$ cat config.mk
export PLATFORM = sky130hd
export DESIGN_NAME = stack_burst_unit
export DESIGN_NICKNAME = d
export VERILOG_FILES = /design/src/rtl/stkb_pkg.sv /design/src/rtl/stkb_decode.sv /design/src/rtl/stkb_ctrl.sv /design/src/rtl/stkb_ptr.sv /design/src/rtl/stack_burst_unit.sv
export SDC_FILE = /design/constraint.sdc
export NUM_CORES = 1
export LEC_CHECK = 0
export ABC_AREA = 1
export BUFFER_PORTS_ARGS = -buffer_cell sky130_fd_sc_hd__buf_4
export CAP_MARGIN = 5
export CORE_UTILIZATION = 33
export CTS_CLUSTER_DIAMETER = 200
export DETAILED_ROUTE_END_ITERATION = 6
export GPL_TIMING_DRIVEN = 0
export SLEW_MARGIN = 20
export SYNTH_ARGS = -nofsm -noshare
export SYNTH_HDL_FRONTEND = slang
export SYNTH_SLANG_ARGS = --single-unit
$ cat constraint.sdc
create_clock -name clk -period 5.95 [get_ports clk]
set_clock_uncertainty 0.15 [all_clocks]
set_input_delay 0.595 -clock clk [delete_from_list [all_inputs] [get_ports clk]]
set_output_delay 0.595 -clock clk [all_outputs]
set_load 0.05 [all_outputs]
$ cat src/rtl/stkb_pkg.sv
package stkb_pkg;

  localparam int INSTR_W = 16;
  localparam int REG_IW  = 3;
  localparam int CNT_W   = 3;
  localparam int NREGS   = 1 << REG_IW;

  localparam logic [3:0] OPC_POP   = 4'h9;
  localparam logic [3:0] OPC_PUSH  = 4'hD;
  localparam logic [2:0] MODE_STK  = 3'd2;

  typedef enum logic [1:0] {
    ST_IDLE = 2'd0,
    ST_PTR  = 2'd1,
    ST_XFER = 2'd2,
    ST_WB   = 2'd3
  } stkb_state_e;

  typedef struct packed {
    logic              legal;
    logic              is_push;
    logic [REG_IW:0]   first_reg;
    logic [CNT_W-1:0]  count;
    logic [REG_IW-1:0] ptr_reg;
  } stkb_dec_t;

endpackage

$ cat src/rtl/stkb_decode.sv
module stkb_decode
  import stkb_pkg::*;
(
  input  logic [INSTR_W-1:0] instr_i,
  output stkb_dec_t          dec_o
);

  logic [3:0]        op_major;
  logic [2:0]        fld_a;
  logic [2:0]        fld_mode;
  logic [CNT_W-1:0]  fld_n;
  logic [REG_IW-1:0] fld_ptr;
  logic              hit_pop;
  logic              hit_push;
  logic              ret_int;
  logic              pop_fits;
  logic              push_fits;
  logic [4:0]        pop_top;

  always_comb begin
    op_major = instr_i[15:12];
    fld_a    = instr_i[11:9];
    fld_mode = instr_i[8:6];
    fld_n    = instr_i[5:3];
    fld_ptr  = instr_i[2:0];

    hit_pop  = (fld_mode == MODE_STK) && (op_major == OPC_POP);
    hit_push = (fld_mode == MODE_STK) && (op_major == OPC_PUSH);

    // interrupt return: range runs one past the last register into the flag word
    ret_int  = hit_pop && (fld_a == 3'd5) && (fld_n == 3'd3) && (fld_ptr == '0);

    pop_top   = {2'b00, fld_a} + {2'b00, fld_n};
    pop_fits  = (pop_top <= 5'd7) || ret_int;
    push_fits = (fld_a <= 3'd6) && ({1'b0, fld_n} <= ({1'b0, fld_a} + 4'd1));

    dec_o.legal     = (hit_pop && pop_fits) || (hit_push && push_fits);
    dec_o.is_push   = hit_push;
    dec_o.first_reg = {1'b0, fld_a} + 4'd1;
    dec_o.count     = fld_n;
    dec_o.ptr_reg   = fld_ptr;
  end

endmodule

$ cat src/rtl/stkb_ctrl.sv
module stkb_ctrl
  import stkb_pkg::*;
(
  input  logic              clk,
  input  logic              rst_n,
  input  logic              start_i,
  input  stkb_dec_t         dec_i,
  output stkb_state_e       state_o,
  output logic              push_o,
  output logic [REG_IW-1:0] ptr_reg_o,
  output logic [REG_IW:0]   cur_reg_o,
  output logic              illegal_o
);

  stkb_state_e       state_q, state_d;
  logic [CNT_W-1:0]  idx_q, idx_d;
  logic [CNT_W-1:0]  cnt_q;
  logic [REG_IW:0]   first_q;
  logic              push_q;
  logic [REG_IW-1:0] preg_q;
  logic              ill_q, ill_d;
  logic              accept;
  logic              idx_en;

  assign accept = (state_q == ST_IDLE) && start_i && dec_i.legal;
  assign idx_en = (state_q == ST_PTR) || (state_q == ST_XFER);

  always_comb begin
    state_d = state_q;
    idx_d   = idx_q;
    ill_d   = 1'b0;
    case (state_q)
      ST_IDLE: begin
        if (start_i) begin
          if (dec_i.legal) state_d = ST_PTR;
          else             ill_d   = 1'b1;
        end
      end
      ST_PTR: begin
        idx_d   = '0;
        state_d = (cnt_q == '0) ? ST_WB : ST_XFER;
      end
      ST_XFER: begin
        idx_d = idx_q + 1'b1;
        if (idx_q == (cnt_q - 1'b1)) state_d = ST_WB;
      end
      ST_WB:   state_d = ST_IDLE;
      default: state_d = ST_IDLE;
    endcase
  end

  always_ff @(posedge clk or negedge rst_n) begin
    if (!rst_n) begin
      state_q <= ST_IDLE;
      ill_q   <= 1'b0;
    end else begin
      state_q <= state_d;
      ill_q   <= ill_d;
    end
  end

  always_ff @(posedge clk or negedge rst_n) begin
    if (!rst_n) begin
      idx_q <= '0;
    end else if (idx_en) begin
      idx_q <= idx_d;
    end
  end

  always_ff @(posedge clk or negedge rst_n) begin
    if (!rst_n) begin
      cnt_q   <= '0;
      first_q <= '0;
      push_q  <= 1'b0;
      preg_q  <= '0;
    end else if (accept) begin
      cnt_q   <= dec_i.count;
      first_q <= dec_i.first_reg;
      push_q  <= dec_i.is_push;
      preg_q  <= dec_i.ptr_reg;
    end
  end

  assign state_o   = state_q;
  assign push_o    = push_q;
  assign ptr_reg_o = preg_q;
  assign illegal_o = ill_q;
  assign cur_reg_o = push_q ? (first_q - {1'b0, idx_q}) : (first_q + {1'b0, idx_q});

endmodule

$ cat src/rtl/stkb_ptr.sv
module stkb_ptr #(
  parameter int ADDR_W = 16,
  parameter int DATA_W = 16
) (
  input  logic              clk,
  input  logic              rst_n,
  input  logic              load_i,
  input  logic              step_i,
  input  logic              dir_push_i,
  input  logic [DATA_W-1:0] rdata_i,
  output logic [ADDR_W-1:0] sp_o,
  output logic [ADDR_W-1:0] addr_o
);

  logic [ADDR_W-1:0] sp_q, sp_d;
  logic              sp_en;
  logic [ADDR_W-1:0] sp_inc;
  logic [ADDR_W-1:0] sp_dec;

  assign sp_inc = sp_q + 1'b1;
  assign sp_dec = sp_q - 1'b1;
  assign sp_en  = load_i || step_i;

  always_comb begin
    if (load_i)          sp_d = ADDR_W'(rdata_i);
    else if (dir_push_i) sp_d = sp_dec;
    else                 sp_d = sp_inc;
  end

  always_ff @(posedge clk or negedge rst_n) begin
    if (!rst_n) begin
      sp_q <= '0;
    end else if (sp_en) begin
      sp_q <= sp_d;
    end
  end

  assign sp_o   = sp_q;
  assign addr_o = dir_push_i ? sp_q : sp_inc;

endmodule

$ cat src/rtl/stack_burst_unit.sv
module stack_burst_unit
  import stkb_pkg::*;
#(
  parameter int DATA_W = 16,
  parameter int ADDR_W = 16
) (
  input  logic                 clk,
  input  logic                 rst_n,
  input  logic                 start,
  input  logic [INSTR_W-1:0]   instr,
  output logic                 busy,
  output logic                 done,
  output logic                 illegal,
  output logic [REG_IW-1:0]    rf_raddr,
  input  logic [DATA_W-1:0]    rf_rdata,
  output logic                 rf_we,
  output logic [REG_IW-1:0]    rf_waddr,
  output logic [DATA_W-1:0]    rf_wdata,
  output logic [ADDR_W-1:0]    mem_addr,
  output logic [DATA_W-1:0]    mem_wdata,
  output logic                 mem_we,
  input  logic [DATA_W-1:0]    mem_rdata,
  output logic [DATA_W-1:0]    iflags
);

  logic [1:0]        rst_sync_q;
  logic              rst_int_n;
  stkb_dec_t         dec;
  stkb_state_e       state;
  logic              push;
  logic [REG_IW-1:0] ptr_reg;
  logic [REG_IW:0]   cur_reg;
  logic [ADDR_W-1:0] sp;
  logic [ADDR_W-1:0] xfer_addr;
  logic              in_xfer;
  logic              in_wb;
  logic              flag_slot;
  logic              flag_en;
  logic [DATA_W-1:0] iflags_q;

  always_ff @(posedge clk or negedge rst_n) begin
    if (!rst_n) rst_sync_q <= 2'b00;
    else        rst_sync_q <= {rst_sync_q[0], 1'b1};
  end
  assign rst_int_n = rst_sync_q[1];

  stkb_decode u_dec (
    .instr_i (instr),
    .dec_o   (dec)
  );

  stkb_ctrl u_ctrl (
    .clk       (clk),
    .rst_n     (rst_int_n),
    .start_i   (start),
    .dec_i     (dec),
    .state_o   (state),
    .push_o    (push),
    .ptr_reg_o (ptr_reg),
    .cur_reg_o (cur_reg),
    .illegal_o (illegal)
  );

  assign in_xfer   = (state == ST_XFER);
  assign in_wb     = (state == ST_WB);
  assign flag_slot = cur_reg[REG_IW];

  stkb_ptr #(
    .ADDR_W (ADDR_W),
    .DATA_W (DATA_W)
  ) u_ptr (
    .clk        (clk),
    .rst_n      (rst_int_n),
    .load_i     (state == ST_PTR),
    .step_i     (in_xfer),
    .dir_push_i (push),
    .rdata_i    (rf_rdata),
    .sp_o       (sp),
    .addr_o     (xfer_addr)
  );

  assign flag_en = in_xfer && !push && flag_slot;

  always_ff @(posedge clk or negedge rst_int_n) begin
    if (!rst_int_n) begin
      iflags_q <= '0;
    end else if (flag_en) begin
      iflags_q <= mem_rdata;
    end
  end

  assign busy      = (state != ST_IDLE);
  assign done      = in_wb;
  assign rf_raddr  = (state == ST_PTR) ? ptr_reg : cur_reg[REG_IW-1:0];
  assign mem_addr  = xfer_addr;
  assign mem_wdata = rf_rdata;
  assign mem_we    = in_xfer && push;
  assign rf_we     = (in_xfer && !push && !flag_slot) || in_wb;
  assign rf_waddr  = in_wb ? ptr_reg : cur_reg[REG_IW-1:0];
  assign rf_wdata  = in_wb ? DATA_W'(sp) : mem_rdata;
  assign iflags    = iflags_q;

endmodule

==> results.md <==
- RSZ-0062 raised after global routing: false
- Post-synthesis mux area share: 0%
- Setup CP Type: reg -> out
- Initial antenna violation count: 0
- Starting Density: roughly 34%
- TritonCTS clock tree: done
- Gate Count Post-Synth: approximately 640
- Final period util: 59.5%
- Tmin final: 3540 ps
- Antenna diode count: 0
- Cell mode on critical path: nand2_1
- Syn_area_per_cell: about 6.9 µm²
- Worst Path Arrival: about 2800 ps
- Area post-placement: around 5600 µm²
- Share of layout cells above drive strength 1: 32.6%
- GR Util All Layers: between 10% and 20%
- First-pass GRT wire length: 21900 µm
- Hold Vio Cnt, Final: 0
- DRT iter0 DRCs: 219
- Final Max Slew Viols: 0
- Synth async-reset ratio: 100%
- Post-route ant nets: 0
- Yosys reg bits: 51
- Grt ovf: 0
- Clk root buf: clkbuf_16
- Clock latency at the later pin of the worst-skew pair: around 300 ps
- Area share of xor/xnor cells in the synthesized design: under 10%
- Setup TNS Final: 0 ps
- Worst Max-Slew Pin Slew: ~700 ps
- Final #Nets: about 850
- Slowest stage cell, crit path: clkbuf_1
- Fin util: between 40 and 50%
- Post-synthesis net count: slightly above 700
- Cts bufs inserted: 5
- DR pass1 iterations: 5
- Post-route cell area: between 5000 and 6000 µm²
- Drc violations: 0
- CP Launch Type: flip-flop
- Outcome: complete, no violations
- Number of instances in the placed design: roughly 940
- CTS sink cnt: between 50 and 60
- Max Cap Viol: 0
- Warnings, synthesis: 0
- Syn-to-layout area delta: 30.2%
- HP Class: reg -> reg
- Required time of the critical path: 5200 ps
- Top-count cell post-synth: nand2_1
- CP peak stage delay: ~480 ps
- CP Max Fanout: 10
- Worst-path cell chain: buf_2, clkbuf_1, nor2_1, xor2_1, ha_1, a21oi_1, nand2_1, nand3_1, nand2_1, a21o_1, buf_4
- Sequential share of the synthesized area: a little under 30%
- DP HPWL: between 10000 and 15000 µm
- Leading area contributor after synthesis: dfrtp_1
- Setup Fix Bufs, Post-CTS: 0
- Die Y: roughly 120 µm
- Number of fill cells in the layout: about 1300
- Max Clock Freq: 283 MHz
- Synthesized area: roughly 4400 µm²
- Largest family of logic cells by synthesized area: simple AND/OR/NAND/NOR gates
- Post-Synth Simple-Gate Area: between 30% and 40%
- GPL Wtd Cong: approximately 0.90
- Leak Pwr: between 2 and 3 nW
- Die X: about 120 µm
- Routed WL per cell: between 10 and 15 µm
- Vias in the first global route: between 4000 and 5000
- PwrDens: roughly 600 nW/µm²
- Die ar.: 13900 µm²
- H-tree depth: 2
- Worst setup EP type: primary output
- Largest net degree at the start of global routing: 50
- Core Rows: 41
- Via-to-Cell Ratio: between 4 and 5
- Area contributors post-synth: dfrtp_1 29%, nand2_1 13%, ha_1 7.1%
- Primary FF master, synth: dfrtp_1
- Total core area: about 13000 µm²
- Port Buffer Count: around 130
- Total wire length: 13400 µm
- Clk slew on worst S/H paths: 70 ps
- Slew margin rel.: roughly 54%
- Synth top cells by count: 158 x nand2_1, 65 x nor2_1, 64 x inv_1
- Netlist cell types: 38
- IR Drop Worst-Case VDD: about 230 µV
- Hold slack: around 210 ps
- # IOs: ~130
- Yosys top cell area share: 28.9%
- DR vias: 4483
- Layout Cells excl Fill: ~950
- Final setup fails: 0
- Resized cells post-CTS: 0
- CTS Hold Buffers Added: 1
- Complex-gate fraction of the synthesized area: 14.8%
- Adder-Cell Fraction of Synth Area: between 7 and 8%
- Max Root-Sink Buffers: 2
- Number of synthesized flops with an enable pin: 0
[area by class of cell]
class                   count  area (µm²)  area share, %
multi-input cells         469        2550           44.2
flip-flops and latches     51        1280           22.2
repair buffers            126         948           16.5
plain buffers              49         325           5.65
inverters                  73         274           4.76
well taps                 172         215           3.74
clock buffers               6         129           2.24
clock inverters             2        38.8          0.674
[state kept, by name, summed over array words and instances, names as in the netlist]
signal and flops:
u_ctrl.ptr_reg_o 3, iflags 16, u_ctrl.first_q 4, u_ptr.sp_o 16, u_ctrl.illegal_o 1, u_ctrl.push_o 1, u_ctrl.cnt_q 3, u_ctrl.idx_q 3
u_ctrl.state_o 2, rst_sync_q 2
[cell families after synthesis]
kind of cell             count (synthesis)
AO/OA/AOI/OAI                          107
XOR/XNOR                                 7
AND/OR/NAND/NOR                        328
other                                    1
buffers and inverters                  122
flip-flops                              51
adder cells (fa/ha/maj)                 26
[critical path, delay by kind of cell (launching register included)]
family                   cells  cell delay [ps]
buffers and inverters        3              860
AND/OR/NAND/NOR              4              410
AO/OA/AOI/OAI                2              370
flip-flops                   1              340
adder cells (fa/ha/maj)      1              330
XOR/XNOR                     1              170
[report_power, final]
group / total [mW] / switching (mW) / internal [mW]
registers: 0.597 / 0.109 / 0.488
clock network: 0.341 / 0.140 / 0.201
logic: 2.60 / 1.82 / 0.787
total: 3.54 / 2.07 / 1.48
[per-stage QoR]
stage | setup WS [ps] | power (mW)
4_1_cts | 2380 | 3.56
6_report | 2410 | 3.54
5_1_grt | 2220 | 3.80
2_1_floorplan | 2590 | 2.48
3_5_place_dp | 2710 | 3.21
3_3_place_gp | 2720 | 3.18
[placed cells by master (no fill, tap or decap), types with 2 or more instances in the layout]
master and count:
nor3_1 2, nand3_2 2, ha_1 25, inv_1 64
buf_6 7, dfrtp_1 50, buf_1 2, nor2_1 65
nand3_1 45, clkbuf_1 10, o211ai_1 2, o22ai_1 3
o21ai_1 8, buf_4 145, nor2_4 4, xnor2_1 2
buf_2 11, inv_2 8, nand4_1 6, nor2_2 7
nand2_2 29, a21oi_1 11, xor2_1 5, clkbuf_16 5
nand2_1 158, o21ai_2 27, o21ai_0 53, nand3b_1 4
nand3_4 2
[metal layers]
| metal | wire (µm) | GRT usage [%] |
|---|---|---|
| met4 | 76 | 3.04 |
| met2 | 7020 | 37.2 |
| met3 | 645 | 3.00 |
| met1 | 5670 | 23.4 |
| met5 | 0 | 0 |
[path summary, 6_finish.rpt]
path	end	depth (start not counted)	start	slack [ps]
max	rf_we	11	u_ctrl.push_o$_DFFE_PN0P_	2410
min	rst_sync_q[1]$_DFF_PN0_	0	rst_sync_q[0]$_DFF_PN0_	210
max reg2reg	iflags[1]$_DFFE_PN0P_	12	u_ctrl.push_o$_DFFE_PN0P_	3170
min reg2reg	rst_sync_q[1]$_DFF_PN0_	0	rst_sync_q[0]$_DFF_PN0_	210
max in group asynchronous	u_ptr.sp_o[2]$_DFFE_PN0P_	0	rst_sync_q[1]$_DFF_PN0_	4960
min in group asynchronous	iflags[4]$_DFFE_PN0P_	0	rst_sync_q[1]$_DFF_PN0_	230
(Power assumes the default switching activity.)
